$ cat src/rtl/spi_pkg.sv
package spi_pkg;

  // configuration flag positions (the divider field sits above them)
  localparam int CF_DOUT_OD   = 0;
  localparam int CF_SCLK_OD   = 1;
  localparam int CF_CS_OD     = 2;
  localparam int CF_TEND_LATE = 3;
  localparam int CF_CS_LONG   = 4;
  localparam int CF_DOUT_GATE = 5;
  localparam int CF_TX_EN     = 6;
  localparam int CF_FLAGS     = 7;

  // pin indices, matching the style-bit positions
  localparam int PIN_SDO  = 0;
  localparam int PIN_SCLK = 1;
  localparam int PIN_CS   = 2;
  localparam int PIN_N    = 3;

  typedef enum logic [1:0] {
    ST_IDLE  = 2'd0,
    ST_LEAD  = 2'd1,
    ST_SHIFT = 2'd2,
    ST_LAG   = 2'd3
  } eng_st_e;

  // returns {oe, o} for a logical pin value under a drive style
  function automatic logic [1:0] pad_drive(input logic od, input logic val);
    return od ? {~val, 1'b0} : {1'b1, val};
  endfunction

  // extra guard ticks counted by the lead/lag counter beyond the first half
  function automatic logic [1:0] guard_extra(input logic long_sel);
    return long_sel ? 2'd2 : 2'd0;
  endfunction

endpackage

$ cat src/rtl/spi_half_div.sv
module spi_half_div #(
  parameter int DIV_W = 8
) (
  input  logic             clk,
  input  logic             rst_n,
  input  logic             run,
  input  logic [DIV_W-1:0] half_div,
  output logic             tick
);
  logic [DIV_W-1:0] cnt_q;

  assign tick = run && (cnt_q == half_div);

  always_ff @(posedge clk or negedge rst_n) begin
    if (!rst_n)      cnt_q <= '0;
    else if (!run)   cnt_q <= '0;
    else if (tick)   cnt_q <= '0;
    else             cnt_q <= cnt_q + 1'b1;
  end
endmodule

$ cat src/rtl/spi_pad_cell.sv
module spi_pad_cell import spi_pkg::*; (
  input  logic od,
  input  logic val,
  input  logic rel,
  output logic o,
  output logic oe
);
  logic [1:0] drv;

  always_comb begin
    drv = rel ? 2'b00 : pad_drive(od, val);
    oe  = drv[1];
    o   = drv[0];
  end
endmodule

$ cat src/rtl/spi_shift_core.sv
module spi_shift_core import spi_pkg::*; #(
  parameter int DATA_W = 8
) (
  input  logic              clk,
  input  logic              rst_n,
  input  logic              tick,
  input  logic              tx_en,
  input  logic              cs_long,
  input  logic              tend_late,
  input  logic              tx_valid,
  input  logic [DATA_W-1:0] tx_data,
  input  logic              sdi,
  output eng_st_e           st,
  output logic              cs_n,
  output logic              sclk,
  output logic              sdo_bit,
  output logic              tx_ready,
  output logic [DATA_W-1:0] rx_data,
  output logic              rx_valid,
  output logic              tx_end,
  output logic              last_rise,
  output logic              frame_end
);
  localparam int HALVES = 2 * DATA_W;
  localparam int HC_W   = $clog2(HALVES);
  localparam logic [HC_W-1:0] HC_LAST = HC_W'(HALVES - 1);
  localparam logic [HC_W-1:0] HC_LRISE = HC_W'(HALVES - 2);

  logic [DATA_W-1:0] txsh_q, rxsh_q;
  logic [HC_W-1:0]   hc_q;
  logic [1:0]        gcnt_q;
  logic              accept;

  assign frame_end = (st == ST_SHIFT) && tick && (hc_q == HC_LAST);
  assign last_rise = (st == ST_SHIFT) && tick && (hc_q == HC_LRISE);
  assign tx_ready  = tx_en && ((st == ST_IDLE) || frame_end);
  assign accept    = tx_valid && tx_ready;
  assign sdo_bit   = (st == ST_IDLE) ? 1'b1 : txsh_q[DATA_W-1];

  always_ff @(posedge clk or negedge rst_n) begin
    if (!rst_n) begin
      st       <= ST_IDLE;
      cs_n     <= 1'b1;
      sclk     <= 1'b0;
      txsh_q   <= '0;
      rxsh_q   <= '0;
      hc_q     <= '0;
      gcnt_q   <= '0;
      rx_data  <= '0;
      rx_valid <= 1'b0;
      tx_end   <= 1'b0;
    end else begin
      rx_valid <= 1'b0;
      tx_end   <= tend_late ? frame_end : last_rise;
      unique case (st)
        ST_IDLE: begin
          if (accept) begin
            txsh_q <= tx_data;
            cs_n   <= 1'b0;
            hc_q   <= '0;
            gcnt_q <= guard_extra(cs_long);
            st     <= cs_long ? ST_LEAD : ST_SHIFT;
          end
        end
        ST_LEAD: begin
          if (tick) begin
            if (gcnt_q == 2'd1) st <= ST_SHIFT;
            gcnt_q <= gcnt_q - 2'd1;
          end
        end
        ST_SHIFT: begin
          if (tick) begin
            if (!hc_q[0]) begin
              sclk   <= 1'b1;
              rxsh_q <= {rxsh_q[DATA_W-2:0], sdi};
              hc_q   <= hc_q + 1'b1;
            end else begin
              sclk <= 1'b0;
              if (hc_q == HC_LAST) begin
                rx_data  <= rxsh_q;
                rx_valid <= 1'b1;
                if (accept) begin
                  txsh_q <= tx_data;
                  hc_q   <= '0;
                end else begin
                  gcnt_q <= guard_extra(cs_long);
                  st     <= ST_LAG;
                end
              end else begin
                txsh_q <= {txsh_q[DATA_W-2:0], 1'b0};
                hc_q   <= hc_q + 1'b1;
              end
            end
          end
        end
        ST_LAG: begin
          if (tick) begin
            if (gcnt_q == 2'd0) begin
              cs_n <= 1'b1;
              st   <= ST_IDLE;
            end else begin
              gcnt_q <= gcnt_q - 2'd1;
            end
          end
        end
        default: st <= ST_IDLE;
      endcase
    end
  end
endmodule

$ cat src/rtl/spi_mstr_engine.sv
module spi_mstr_engine import spi_pkg::*; #(
  parameter int DIV_W  = 8,
  parameter int DATA_W = 8
) (
  input  logic                      clk,
  input  logic                      rst_n,
  input  logic                      cfg_we,
  input  logic [CF_FLAGS+DIV_W-1:0] cfg_wdata,
  input  logic                      tx_valid,
  input  logic [DATA_W-1:0]         tx_data,
  output logic                      tx_ready,
  output logic [DATA_W-1:0]         rx_data,
  output logic                      rx_valid,
  output logic                      tx_end,
  input  logic                      sdi,
  output logic                      sclk_o,
  output logic                      sclk_oe,
  output logic                      cs_o,
  output logic                      cs_oe,
  output logic                      sdo_o,
  output logic                      sdo_oe
);
  localparam int CFG_W = CF_FLAGS + DIV_W;

  logic [CFG_W-1:0] cfg_q;
  logic [DIV_W-1:0] half_div;
  eng_st_e          st;
  logic             tick, cs_n, sclk, sdo_bit, last_rise, frame_end;
  logic [PIN_N-1:0] pin_val, pin_od, pin_rel, pin_o, pin_oe;

  always_ff @(posedge clk or negedge rst_n) begin
    if (!rst_n)      cfg_q <= '0;
    else if (cfg_we) cfg_q <= cfg_wdata;
  end

  assign half_div = cfg_q[CFG_W-1:CF_FLAGS];

  spi_half_div #(.DIV_W(DIV_W)) u_div (
    .clk      (clk),
    .rst_n    (rst_n),
    .run      (st != ST_IDLE),
    .half_div (half_div),
    .tick     (tick)
  );

  spi_shift_core #(.DATA_W(DATA_W)) u_core (
    .clk       (clk),
    .rst_n     (rst_n),
    .tick      (tick),
    .tx_en     (cfg_q[CF_TX_EN]),
    .cs_long   (cfg_q[CF_CS_LONG]),
    .tend_late (cfg_q[CF_TEND_LATE]),
    .tx_valid  (tx_valid),
    .tx_data   (tx_data),
    .sdi       (sdi),
    .st        (st),
    .cs_n      (cs_n),
    .sclk      (sclk),
    .sdo_bit   (sdo_bit),
    .tx_ready  (tx_ready),
    .rx_data   (rx_data),
    .rx_valid  (rx_valid),
    .tx_end    (tx_end),
    .last_rise (last_rise),
    .frame_end (frame_end)
  );

  assign pin_val[PIN_SDO]  = sdo_bit;
  assign pin_val[PIN_SCLK] = sclk;
  assign pin_val[PIN_CS]   = cs_n;
  assign pin_rel[PIN_SDO]  = cfg_q[CF_DOUT_GATE] && cs_n;
  assign pin_rel[PIN_SCLK] = 1'b0;
  assign pin_rel[PIN_CS]   = 1'b0;
  assign pin_od            = cfg_q[PIN_N-1:0];

  for (genvar p = 0; p < PIN_N; p++) begin : g_pad
    spi_pad_cell u_pad (
      .od  (pin_od[p]),
      .val (pin_val[p]),
      .rel (pin_rel[p]),
      .o   (pin_o[p]),
      .oe  (pin_oe[p])
    );
  end

  assign sdo_o   = pin_o[PIN_SDO];
  assign sdo_oe  = pin_oe[PIN_SDO];
  assign sclk_o  = pin_o[PIN_SCLK];
  assign sclk_oe = pin_oe[PIN_SCLK];
  assign cs_o    = pin_o[PIN_CS];
  assign cs_oe   = pin_oe[PIN_CS];
endmodule

$ cat config.mk
export PLATFORM = sky130hd
export DESIGN_NAME = spi_mstr_engine
export DESIGN_NICKNAME = d
export VERILOG_FILES = /design/src/rtl/spi_pkg.sv /design/src/rtl/spi_half_div.sv /design/src/rtl/spi_pad_cell.sv /design/src/rtl/spi_shift_core.sv /design/src/rtl/spi_mstr_engine.sv
export SDC_FILE = /design/constraint.sdc
export NUM_CORES = 1
export LEC_CHECK = 0
export BUFFER_PORTS_ARGS = -buffer_cell sky130_fd_sc_hd__buf_2
export CAP_MARGIN = 40
export CORE_MARGIN = 2
export CORE_UTILIZATION = 27
export CTS_CLUSTER_SIZE = 16
export DETAILED_ROUTE_END_ITERATION = 7
export GPL_TIMING_DRIVEN = 0
export PLACE_DENSITY = 0.53
export SETUP_SLACK_MARGIN = 0.1
export SLEW_MARGIN = 20
export SYNTH_ARGS = -nofsm -noshare
export SYNTH_HDL_FRONTEND = slang
export SYNTH_HIERARCHICAL = 1
export SYNTH_SLANG_ARGS = --single-unit
$ cat constraint.sdc
create_clock -name clk -period 5.4 [get_ports clk]
set_input_delay 1.35 -clock clk [delete_from_list [all_inputs] [get_ports clk]]
set_output_delay 1.35 -clock clk [all_outputs]
set_load 0.05 [all_outputs]
Word-level counts from Yosys, hierarchy flattened
Index checks and enable logic that the tools add are counted.
- input port bits: 28
- bits in registers: 59
- output and inout port bits: 17
- word-level logic and storage cells: 109
- eq/ne operators: 18
- muxes and demuxes: 49
- add/subtract/negate cells: 3
- bitwise operators: 4
- reduce and logical (&&, ||, !) cells: 22
- operators with widths (kind ; number):
    8-bit two-way mux ; 6
    2-bit two-way mux ; 23
    4-bit two-way mux ; 5
    2-bit one-hot mux with 4 select lines ; 2
    8-bit one-hot mux with 2 select lines ; 1
    2-bit by 1-bit != test with 1-bit output, second input constant ; 7
    4-bit AND reduction ; 3
    1-bit two-way mux ; 10
    3-bit AND reduction ; 3
    9-bit AND reduction ; 1
    8-bit by 1-bit adder with 8-bit output, second input constant ; 1
    4-bit equality test, second input constant ; 2
    8-bit equality test ; 1
    4-bit one-hot mux with 2 select lines ; 1
    8-bit AND reduction ; 1
    1-bit logical AND ; 7
    2-bit != test, second input constant ; 3
    2-bit nonzero test ; 3
    4-bit by 1-bit adder with 4-bit output, second input constant ; 1
    2-bit by 1-bit equality test with 1-bit output, second input constant ; 2
    2-bit equality test, second input constant ; 2
    2-bit logical NOT ; 2
    4-bit != test, second input constant ; 1
    1-bit NOT ; 4
    other kinds (4) ; 4

Logic depth before layout (Yosys ltp)
Gate-level depths: netlist (run 1).
- depth in word-level cells: 12
- mapped depth: 8
- gate-level depth less buffers: 7

Hierarchy
Netlist (run 1), hierarchy kept.
- modules (own cells, without submodules) (module ; cells an instance ; sequential area each (um^2) ; instances ; area each (um^2)):
    spi_shift_core ; 156 ; 902.1 ; 1 ; 1808.0
    spi_mstr_engine ; 35 ; 375.4 ; 1 ; 629.4
    spi_half_div ; 47 ; 200.2 ; 1 ; 521.8
    spi_pad_cell ; 2 ; 0.0 ; 3 ; 17.5

Worst setup path before layout (run 1)
No wires, ideal clock.
- path kind: flip-flop to output port
- start: register u_div.cnt_q[2]
- end: output port tx_ready
- buffers on the path: 1
- required time: 4050 ps
- arrival: 2001 ps
- cell stages (with the launch flop): 8
- path slack: 2049 ps
- cells stage by stage: dfrtp_1 buf_6 xor2_2 nor4_4 and3_1 nand2_1 nor2_1 o21a_1
- cells in the longest elaborated chain, start to end: 6
- RTL lines (what ; RTL line ; source):
    start: declaration ; spi_half_div.sv:10 ; logic [DIV_W-1:0] cnt_q;
    start signal: assignment ; spi_half_div.sv:18 ; else cnt_q <= cnt_q + 1'b1;
    8-bit equality test ; spi_half_div.sv:12 ; assign tick = run && (cnt_q == half_div);
    1-bit logical AND ; spi_half_div.sv:12 ;
    via tick ; spi_mstr_engine.sv:28 ; logic tick, cs_n, sclk, sdo_bit, last_rise, frame_end;
    1-bit logical AND (2 in series) ; spi_shift_core.sv:34 ; assign frame_end = (st == ST_SHIFT) && tick && (hc_q == HC_LAST);
    via frame_end ; spi_mstr_engine.sv:28 ;
    1-bit logical OR ; spi_shift_core.sv:36 ; assign tx_ready = tx_en && ((st == ST_IDLE) || frame_end);
    1-bit logical AND ; spi_shift_core.sv:36 ;
    end: declaration ; spi_mstr_engine.sv:11 ; output logic tx_ready,
The timed path passes the listed nets, and every way through them passes these cells.

Final worst setup path (run 1)
- start: register u_div.cnt_q[1]
- end: output port tx_ready
The elaborated chain is that of the path after synthesis.

==> results of run 1 <==
cells in the final DEF (no fill, tap or decap), types with 3 or more instances in the layout:
| master | Yosys | final |
|---|---|---|
| dfrtp_1 | 58 | 58 |
| buf_2 | 2 | 44 |
| mux2_2 | 23 | 23 |
| nand2_1 | 14 | 14 |
| inv_1 | 12 | 12 |
| nand3_1 | 11 | 11 |
| o21ai_0 | 11 | 11 |
| mux2_4 | 10 | 10 |
| ha_1 | 10 | 10 |
| clkbuf_8 | 0 | 9 |
| xor2_1 | 9 | 9 |
| o21a_1 | 8 | 8 |
| a21oi_1 | 7 | 7 |
| a211oi_1 | 6 | 6 |
| clkinv_2 | 0 | 5 |
| mux2i_1 | 5 | 5 |
| conb_1 | 1 | 4 |
| nor2_1 | 4 | 4 |
| o32a_2 | 4 | 4 |
| buf_6 | 3 | 3 |
| and2_1 | 3 | 3 |
| nor3b_2 | 3 | 3 |
| buf_4 | 2 | 3 |
| o32a_1 | 3 | 3 |
| or3_1 | 3 | 3 |
sequential cells by signal, indices dropped and copies added (netlist names):
register and count:
u_core/rx_data 8, u_core/st 2, u_core/gcnt_q 2, u_core/txsh_q 8
u_core/hc_q 4, cfg_q 15, u_core/cs_n 1, u_core/rxsh_q 8
u_core/tx_end 1, u_div/cnt_q 8, u_core/rx_valid 1, u_core/sclk 1
final cells by class:
class | count | area share
inverters | 12 | 0.0125
plain buffers | 8 | 0.0219
clock inverters | 6 | 0.00903
flip-flops and latches | 59 | 0.410
clock buffers | 10 | 0.0354
well taps | 140 | 0.0486
repair buffers | 44 | 0.0681
multi-input cells | 168 | 0.394
Yosys cell counts, types with 2 or more instances:
cell and count:
mux2i_1 5, and3_1 2, and2_1 3, mux2_2 23, nand3_1 11, o32a_2 4
or3_1 3, nor4_4 2, ha_1 10, a211oi_1 6, a221oi_1 2, buf_6 3
nor3b_2 3, inv_1 12, dfrtp_1 58, xor2_1 9, buf_4 2, nor2_1 4
a21oi_1 7, nand2_1 14, a31oi_1 2, o22ai_1 2, o21ai_0 11, o32a_1 3
o21a_1 8, mux2_4 10, buf_2 2, or2_2 2
logic make-up after synthesis:
kind of cell	Yosys count	share of synthesized area
AO/OA/AOI/OAI	53	0.130
adder cells (fa/ha/maj)	10	0.0415
XOR/XNOR	11	0.0345
flip-flops	59	0.491
other	1	0.00125
buffers and inverters	20	0.0411
AND/OR/NAND/NOR	52	0.108
multiplexers	38	0.152
path summary, 6_finish.rpt:
check                               endpoint  cells after the start
setup / recovery                    tx_ready                      7
max in group asynchronous        u_core/cs_n                      2
min in group asynchronous          cfg_q[11]                      1
setup reg to reg            u_core/txsh_q[1]                      7
hold reg to reg            u_core/rx_data[7]                      1
hold / removal             u_core/rx_data[7]                      1
power by group through the flow:
| stage | sequential (mW) | clock [mW] | combinational [mW] |
|---|---|---|---|
| CTS | 0.580 | 0.351 | 0.484 |
| detailed placement | 0.588 | 0 | 0.481 |
| global placement | 0.587 | 0 | 0.471 |
| floorplan | 0.570 | 0 | 0.387 |
| finish | 0.580 | 0.337 | 0.479 |
| global route | 0.587 | 0.376 | 0.536 |
through the flow:
step / hold WS, ns / instances / util / cell area, sq um
2_1_floorplan: 0.458 / 247 / - / 3020
3_3_place_gp: 0.488 / 430 / 0.315 / 3410
3_5_place_dp: 0.491 / 431 / 0.318 / 3440
4_1_cts: 0.506 / 447 / 0.332 / 3600
5_1_grt: 0.513 / 447 / 0.332 / 3600
6_report: 0.501 / 447 / 0.332 / 3600
routing by layer:
layer	wire length, microns	track usage
met5	0	0
met4	108	0.0506
met3	382	0.0439
met2	2800	0.177
met1	2930	0.147
==> results.txt, run 1 <==
Crit Path Max Fanout: 9
Num rows: 38
Worst setup margin: 1.38 ns
Worst VDD drop: 0.180 mV
GRT overflow: 0
Largest net degree at the start of global routing: 55
Net Sw Power: 0.491 mW
Routed Antenna Nets: 0
Io pins: 45
Max transition margin: 0.579
#FFs+latches synth: 59
Pwr/cell area: 388 nW/um^2
H-tree depth: 3
CP Class: reg2out
Area used by multi-input combinational logic: 1420 sq um
Unrepaired setup endpoints after global routing: no
Reg-to-reg setup timing slack: 2.57 ns
Final hold vios: 0
Final nets: 340
Resized cells post-CTS: 0
Tot Pwr: 1.40 mW
Skew final: 0.00853 ns
Switching part of the total: 0.352
Synth Flop Type: dfrtp_1
Final Cycle Share: 0.745
Share of layout cells above drive strength 1: 0.388
Syn avg cell area: 12.3 sq um
Final min period: 4.02 ns
Cell taking the most area after synthesis: dfrtp_1
Register area: 1480 sq um
Post-synthesis sequential area ratio: 0.491
Worst slew pin tran: 0.631 ns
Gp weighted congestion: 0.763
CTS tree: done
Root Buffer: clkbuf_8
Setup crit end kind: primary output
Final Setup Violations: 0
Vias/cell: 4.66
Initial antenna violation count: 0
Worst EP required: 4.05 ns
Ant. Diodes: 0
F_max: 249 MHz
Via count: 2,082
Number of global-route vias before repair: 2,078
Clk slew on worst S/H paths: 0.06 ns
Status: finished clean
Crit path DAT: 2.67 ns
Max_cap viols: 0
Slowest stage delay, CP: 0.57 ns
Worst r2r src: u_div/cnt_q[1]
Clk Latency, worst-skew pair: 0.34 ns
Tot GR Track Use: 0.116
Synthesis warning total: 6
Number of flops mapped to enable cells by yosys: 0
DPL Wire Length: 4350 microns
PortBufs: 43
Min-delay src: u_core/rx_data[7]
Distinct cell type count after synthesis: 49
Place WS: 1.70 ns
DRC viols: 0
Initial cell density of the core: 0.278
Max-slew violation count: 0
First-pass GRT wire length: 10,400 microns
Int Pwr: 0.905 mW
Flop pwr share: 0.415
Top cells by area, synth: dfrtp_1 48%, mux2_2 8.6%, mux2_4 5.0%
Worst Setup SP: u_div/cnt_q[1]
CP max-delay cell: nor4_4
Cell Area, Synth: 3010 sq um
Clock power share: 0.241
Fillers: 1,125
Ys async rst share: 1.00
Post-synthesis instance total: 244
Pleak: 1.69 nW
Die H: 110 microns
CTS Hold Bufs: 0
Initial drt markers: 77
CP Launch Type: register
CTS Buffer Depth: 2
Final TNS setup: 0 ns
Die area: 12,000 sq um
Die Wd: 110 microns
CTS Buf Count: 9
Synth-to-layout area growth: 19.7%
Crit path max-delay family: simple AND/OR/NAND/NOR gates
Logic pwr share: 0.343
WL per Instance: 13.9 microns
Min-Delay Path Class: reg2reg
Core Region: 10,800 sq um
Iteration count of the initial detailed-routing pass: 4
Buf/Inv on CP: 1
Clk sinks: 59
Critical path cell sequence: xor2_1, nor4_4, and3_1, nand2_1, nor2_1, o21a_1, buf_2
Routed WL: 6220 microns
Yosys top cell area share: 0.482
Setup bufs post-CTS: 0
No activity file was read; power rests on OpenSTA's default activity.
==> inputs of run 2 (changes only) <==
==> constraint.sdc (replaced) <==
create_clock -name clk -period 3.8 [get_ports clk]
set_input_delay 0.95 -clock clk [delete_from_list [all_inputs] [get_ports clk]]
set_output_delay 0.95 -clock clk [all_outputs]
set_load 0.05 [all_outputs]
==> results.txt, run 2 (same netlist as run 1, synthesis figures left out) <==
PortBufs: 43
Min-Delay Path Class: in2async
H-tree depth: 3
Worst setup margin: 0.374 ns
Max_cap viols: 0
Status: finished clean
Tot GR Track Use: 0.116
Final min period: 3.43 ns
Core Region: 10,800 sq um
Non-Filler Instances: 453
Final TNS setup: 0 ns
Pleak: 1.72 nW
Area used by multi-input combinational logic: 1420 sq um
CTS Buffer Depth: 2
CP Launch Type: register
Skew final: 0.00854 ns
Clk Latency, worst-skew pair: 0.34 ns
Routed WL: 6370 microns
Num rows: 38
Number of global-route vias before repair: 2,078
GRT overflow: 0
CTS Buf Count: 9
Clk slew on worst S/H paths: 0.06 ns
Final nets: 346
Max transition margin: 0.578
Initial cell density of the core: 0.278
Via count: 2,105
WL per Instance: 14.1 microns
Initial antenna violation count: 0
Synth-to-layout area growth: 21.1%
CP Class: reg2out
F_max: 292 MHz
Worst EP required: 2.85 ns
Largest register FFs: 15
Worst VDD drop: 0.258 mV
CTS tree: done
Final Setup Violations: 0
Die Wd: 110 microns
Largest net degree at the start of global routing: 55
Finished Cell Area: 3650 sq um
Placed insts: 431
Ant. Diodes: 0
Root Buffer: clkbuf_8
Final hold vios: 0
Final Cycle Share: 0.902
Dpl cell area: 3440 sq um
First-pass GRT wire length: 10,400 microns
Pwr/cell area: 548 nW/um^2
DPL Wire Length: 4350 microns
CTS Hold Bufs: 0
Iteration count of the initial detailed-routing pass: 4
Fillers: 1,118
Vias/cell: 4.65
Io pins: 45
Initial drt markers: 98
Gp weighted congestion: 0.763
Place WS: 0.503 ns
Crit Path Max Fanout: 7
Unrepaired setup endpoints after global routing: no
Routed Antenna Nets: 0
Register area: 1480 sq um
Max-slew violation count: 0
Clk sinks: 59
Die area: 12,000 sq um
Commonest non-fill, non-tap cell in the layout: dfrtp_1
Die H: 110 microns
Top reg by flops: cfg_q
Crit path DAT: 2.48 ns
Setup crit end kind: primary output
Worst slew pin tran: 0.632 ns
DRC viols: 0
Share of layout cells above drive strength 1: 0.399
Most frequent cells in the layout: 58 x dfrtp_1, 44 x buf_2, 23 x mux2_2
-- run 2: changes by cell type in the layout (fill, tap and decap cells not counted) --
cell and change:
buf_4 +6
-- run 2: area by class of cell --
| type | count | share of cell area |
|---|---|---|
| plain buffers | 8 | 0.0216 |
| clock buffers | 10 | 0.0350 |
| clock inverters | 6 | 0.00892 |
| inverters | 12 | 0.0123 |
| multi-input cells | 168 | 0.390 |
| flip-flops and latches | 59 | 0.405 |
| well taps | 140 | 0.0480 |
| repair buffers | 50 | 0.0796 |
-- run 2: worst paths after layout --
check | startpoint | endpoint | slack (ns) | cells after the start
worst max-delay path | u_div/cnt_q[3] | tx_ready | 0.37 | 7
worst min-delay path | rst_n | cfg_q[11] | 0.42 | 1
worst max register to register | u_div/cnt_q[3] | u_core/txsh_q[1] | 1.17 | 7
worst min register to register | u_core/rx_data[7] | u_core/rx_data[7] | 0.50 | 1
max in group asynchronous | rst_n | u_core/cs_n | 2.89 | 2
min in group clk | u_core/rx_data[7] | u_core/rx_data[7] | 0.50 | 1
-- run 2: what timing repair did --
action,CTS,global route
setup buffers,0,6
hold endpoints to repair,0,0
setup endpoints to repair,0,1
gates resized for setup,0,0
-- run 2: power breakdown --
group	switching, mW	internal [mW]
logic	0.367	0.329
registers	0.0882	0.737
clock network	0.250	0.230
-- run 2: metrics by stage --
step	hold WS (ns)	power, mW	util
after floorplan	0.458	1.36	-
after global placement	0.488	1.50	0.315
after detailed placement	0.491	1.52	0.318
after CTS	0.405	2.01	0.332
after global routing	0.402	2.14	0.337
final	0.420	2.00	0.337
-- run 2: per-layer routing --
| metal | vias up | track usage | routed length, microns |
|---|---|---|---|
| met3 | 8 | 0.0439 | 383 |
| met2 | 51 | 0.177 | 2870 |
| met1 | 1033 | 0.147 | 3010 |
| met4 | 0 | 0.0506 | 108 |
| met5 | - | 0 | 0 |
| li1 | 1013 | - | - |
-- run 2: worst max-delay path, cell delays in order, from the launching register on --
cell and delay (ns):
dfrtp_1 0.44, xor2_1 0.19, nor4_4 0.41, and3_1 0.38, nand2_1 0.14, nor2_1 0.18
o21a_1 0.13, buf_2 0.26
==> inputs of run 3 (changes only) <==
--- a/config.mk
+++ b/config.mk
@@ -7,6 +7,7 @@
 export LEC_CHECK = 0
 export BUFFER_PORTS_ARGS = -buffer_cell sky130_fd_sc_hd__buf_2
 export CAP_MARGIN = 40
+export CORE_ASPECT_RATIO = 0.5
 export CORE_MARGIN = 2
 export CORE_UTILIZATION = 27
 export CTS_CLUSTER_SIZE = 16
==> results.txt, run 3 (same netlist as run 1, synthesis figures left out) <==
Final Setup Violations: 0
Core Region: 10,900 sq um
Routed Antenna Nets: 0
GR Layer Usage met3: 0.0447
Share of layout cells above drive strength 1: 0.399
Final min period: 3.44 ns
CTS Hold Bufs: 0
Largest net degree at the start of global routing: 60
Number of global-route vias before repair: 2,136
Initial cell density of the core: 0.275
Initial drt markers: 77
Worst R2R Path Depth: 7
Most frequent cells in the layout: 58 x dfrtp_1, 44 x buf_2, 23 x mux2_2
Max_cap viols: 0
Fillers: 1,111
Pwr/cell area: 610 nW/um^2
R2R Path End: u_core/txsh_q[6]
Clk sinks: 59
Crit path DAT: 2.49 ns
CTS tree: done
Hold slack: 0.481 ns
Final nets: 344
Worst EP required: 2.85 ns
Largest register FFs: 15
Max-slew violation count: 0
DPL Wire Length: 4330 microns
First-pass GRT wire length: 10,700 microns
Status: finished clean
Min-Delay Path Class: in2async
CP Class: reg2out
Clk slew on worst S/H paths: 0.06 ns
F_max: 291 MHz
Met1 Usage GRT: 0.138
Register area: 1480 sq um
Worst slew pin tran: 0.650 ns
Setup crit end kind: primary output
H-tree depth: 3
Die H: 78.7 microns
DRC viols: 0
Vias/cell: 4.60
Initial antenna violation count: 0
Finished Core Util: 0.343
Skew final: 0.00923 ns
Tot GR Track Use: 0.111
Met2 Usage GRT: 0.183
Io pins: 45
Ant. Diodes: 0
Via count: 2,097
Final Cycle Share: 0.905
Area used by multi-input combinational logic: 1420 sq um
Die Wd: 153 microns
Gr busiest metal: met2
Routed WL: 6270 microns
CTS Buffer Depth: 2
Crit Path Max Fanout: 7
Pleak: 1.76 nW
CTS Buf Count: 9
Clk Latency, worst-skew pair: 0.33 ns
Iteration count of the initial detailed-routing pass: 4
PortBufs: 43
Final hold vios: 0
WL per Instance: 13.7 microns
Worst r2r src: u_div/cnt_q[3]
Die area: 12,100 sq um
GRT overflow: 0
Unrepaired setup endpoints after global routing: no
Placed insts: 435
Reg-to-reg setup timing slack: 1.18 ns
Synth-to-layout area growth: 24.7%
Gp weighted congestion: 0.765
Root Buffer: clkbuf_16
Max transition margin: 0.567
Commonest non-fill, non-tap cell in the layout: dfrtp_1
Top reg by flops: cfg_q
CP Launch Type: register
Non-Filler Instances: 456
Worst VDD drop: 0.190 mV
Final TNS setup: 0 ns
Num rows: 27
==> run 3: per-stage QoR <==
step,power [mW],setup slack (ns),cell area [sq um]
floorplan,1.36,0.849,3020
global placement,1.49,0.565,3420
detailed placement,1.52,0.569,3420
CTS,2.31,0.206,3700
global route,2.44,0.208,3750
finish,2.29,0.363,3750
==> run 3: how the worst max path moves through the flow <==
stage,startpoint,endpoint,depth (start not counted)
floorplan,u_div/cnt_q[2],tx_ready,7
global placement,u_div/cnt_q[0],tx_ready,7
detailed placement,u_div/cnt_q[0],tx_ready,7
CTS,u_div/cnt_q[1],tx_ready,7
global route,u_div/cnt_q[3],tx_ready,7
finish,u_div/cnt_q[3],tx_ready,7
==> run 3: layer usage <==
| metal | vias up | routed length (microns) |
|---|---|---|
| met2 | 29 | 3010 |
| met5 | - | 0 |
| met3 | 5 | 223 |
| met1 | 1054 | 2980 |
| li1 | 1009 | - |
| met4 | 0 | 56 |
==> run 3: power by group <==
group	total, mW	internal [mW]	switching (mW)	leakage, nW
Combinational	0.695	0.327	0.368	0.872
Clock	0.770	0.451	0.320	0.135
Sequential	0.824	0.737	0.0867	0.751
Total	2.29	1.51	0.774	1.76
==> run 3: area by class of cell <==
class                      instances  share of cell area
buffer                             8              0.0210
clock inverter                     7              0.0153
clock buffer                       9              0.0600
inverter                          12              0.0120
timing repair buffer              48              0.0713
sequential                        59               0.394
multi-input combinational        168               0.379
tap                              145              0.0483
==> run 3: timing repair <==
| action | in CTS | in global routing |
|---|---|---|
| resized for setup | 0 | 0 |
| endpoints found under the setup margin | 0 | 1 |
| buffers inserted | 0 | 4 |
==> run 3: worst max-delay path, stage by stage (launching register included) <==
cell	delay (ns)
dfrtp_1	0.44
xor2_1	0.20
nor4_4	0.42
and3_1	0.38
nand2_1	0.14
nor2_1	0.20
o21a_1	0.13
buf_2	0.25
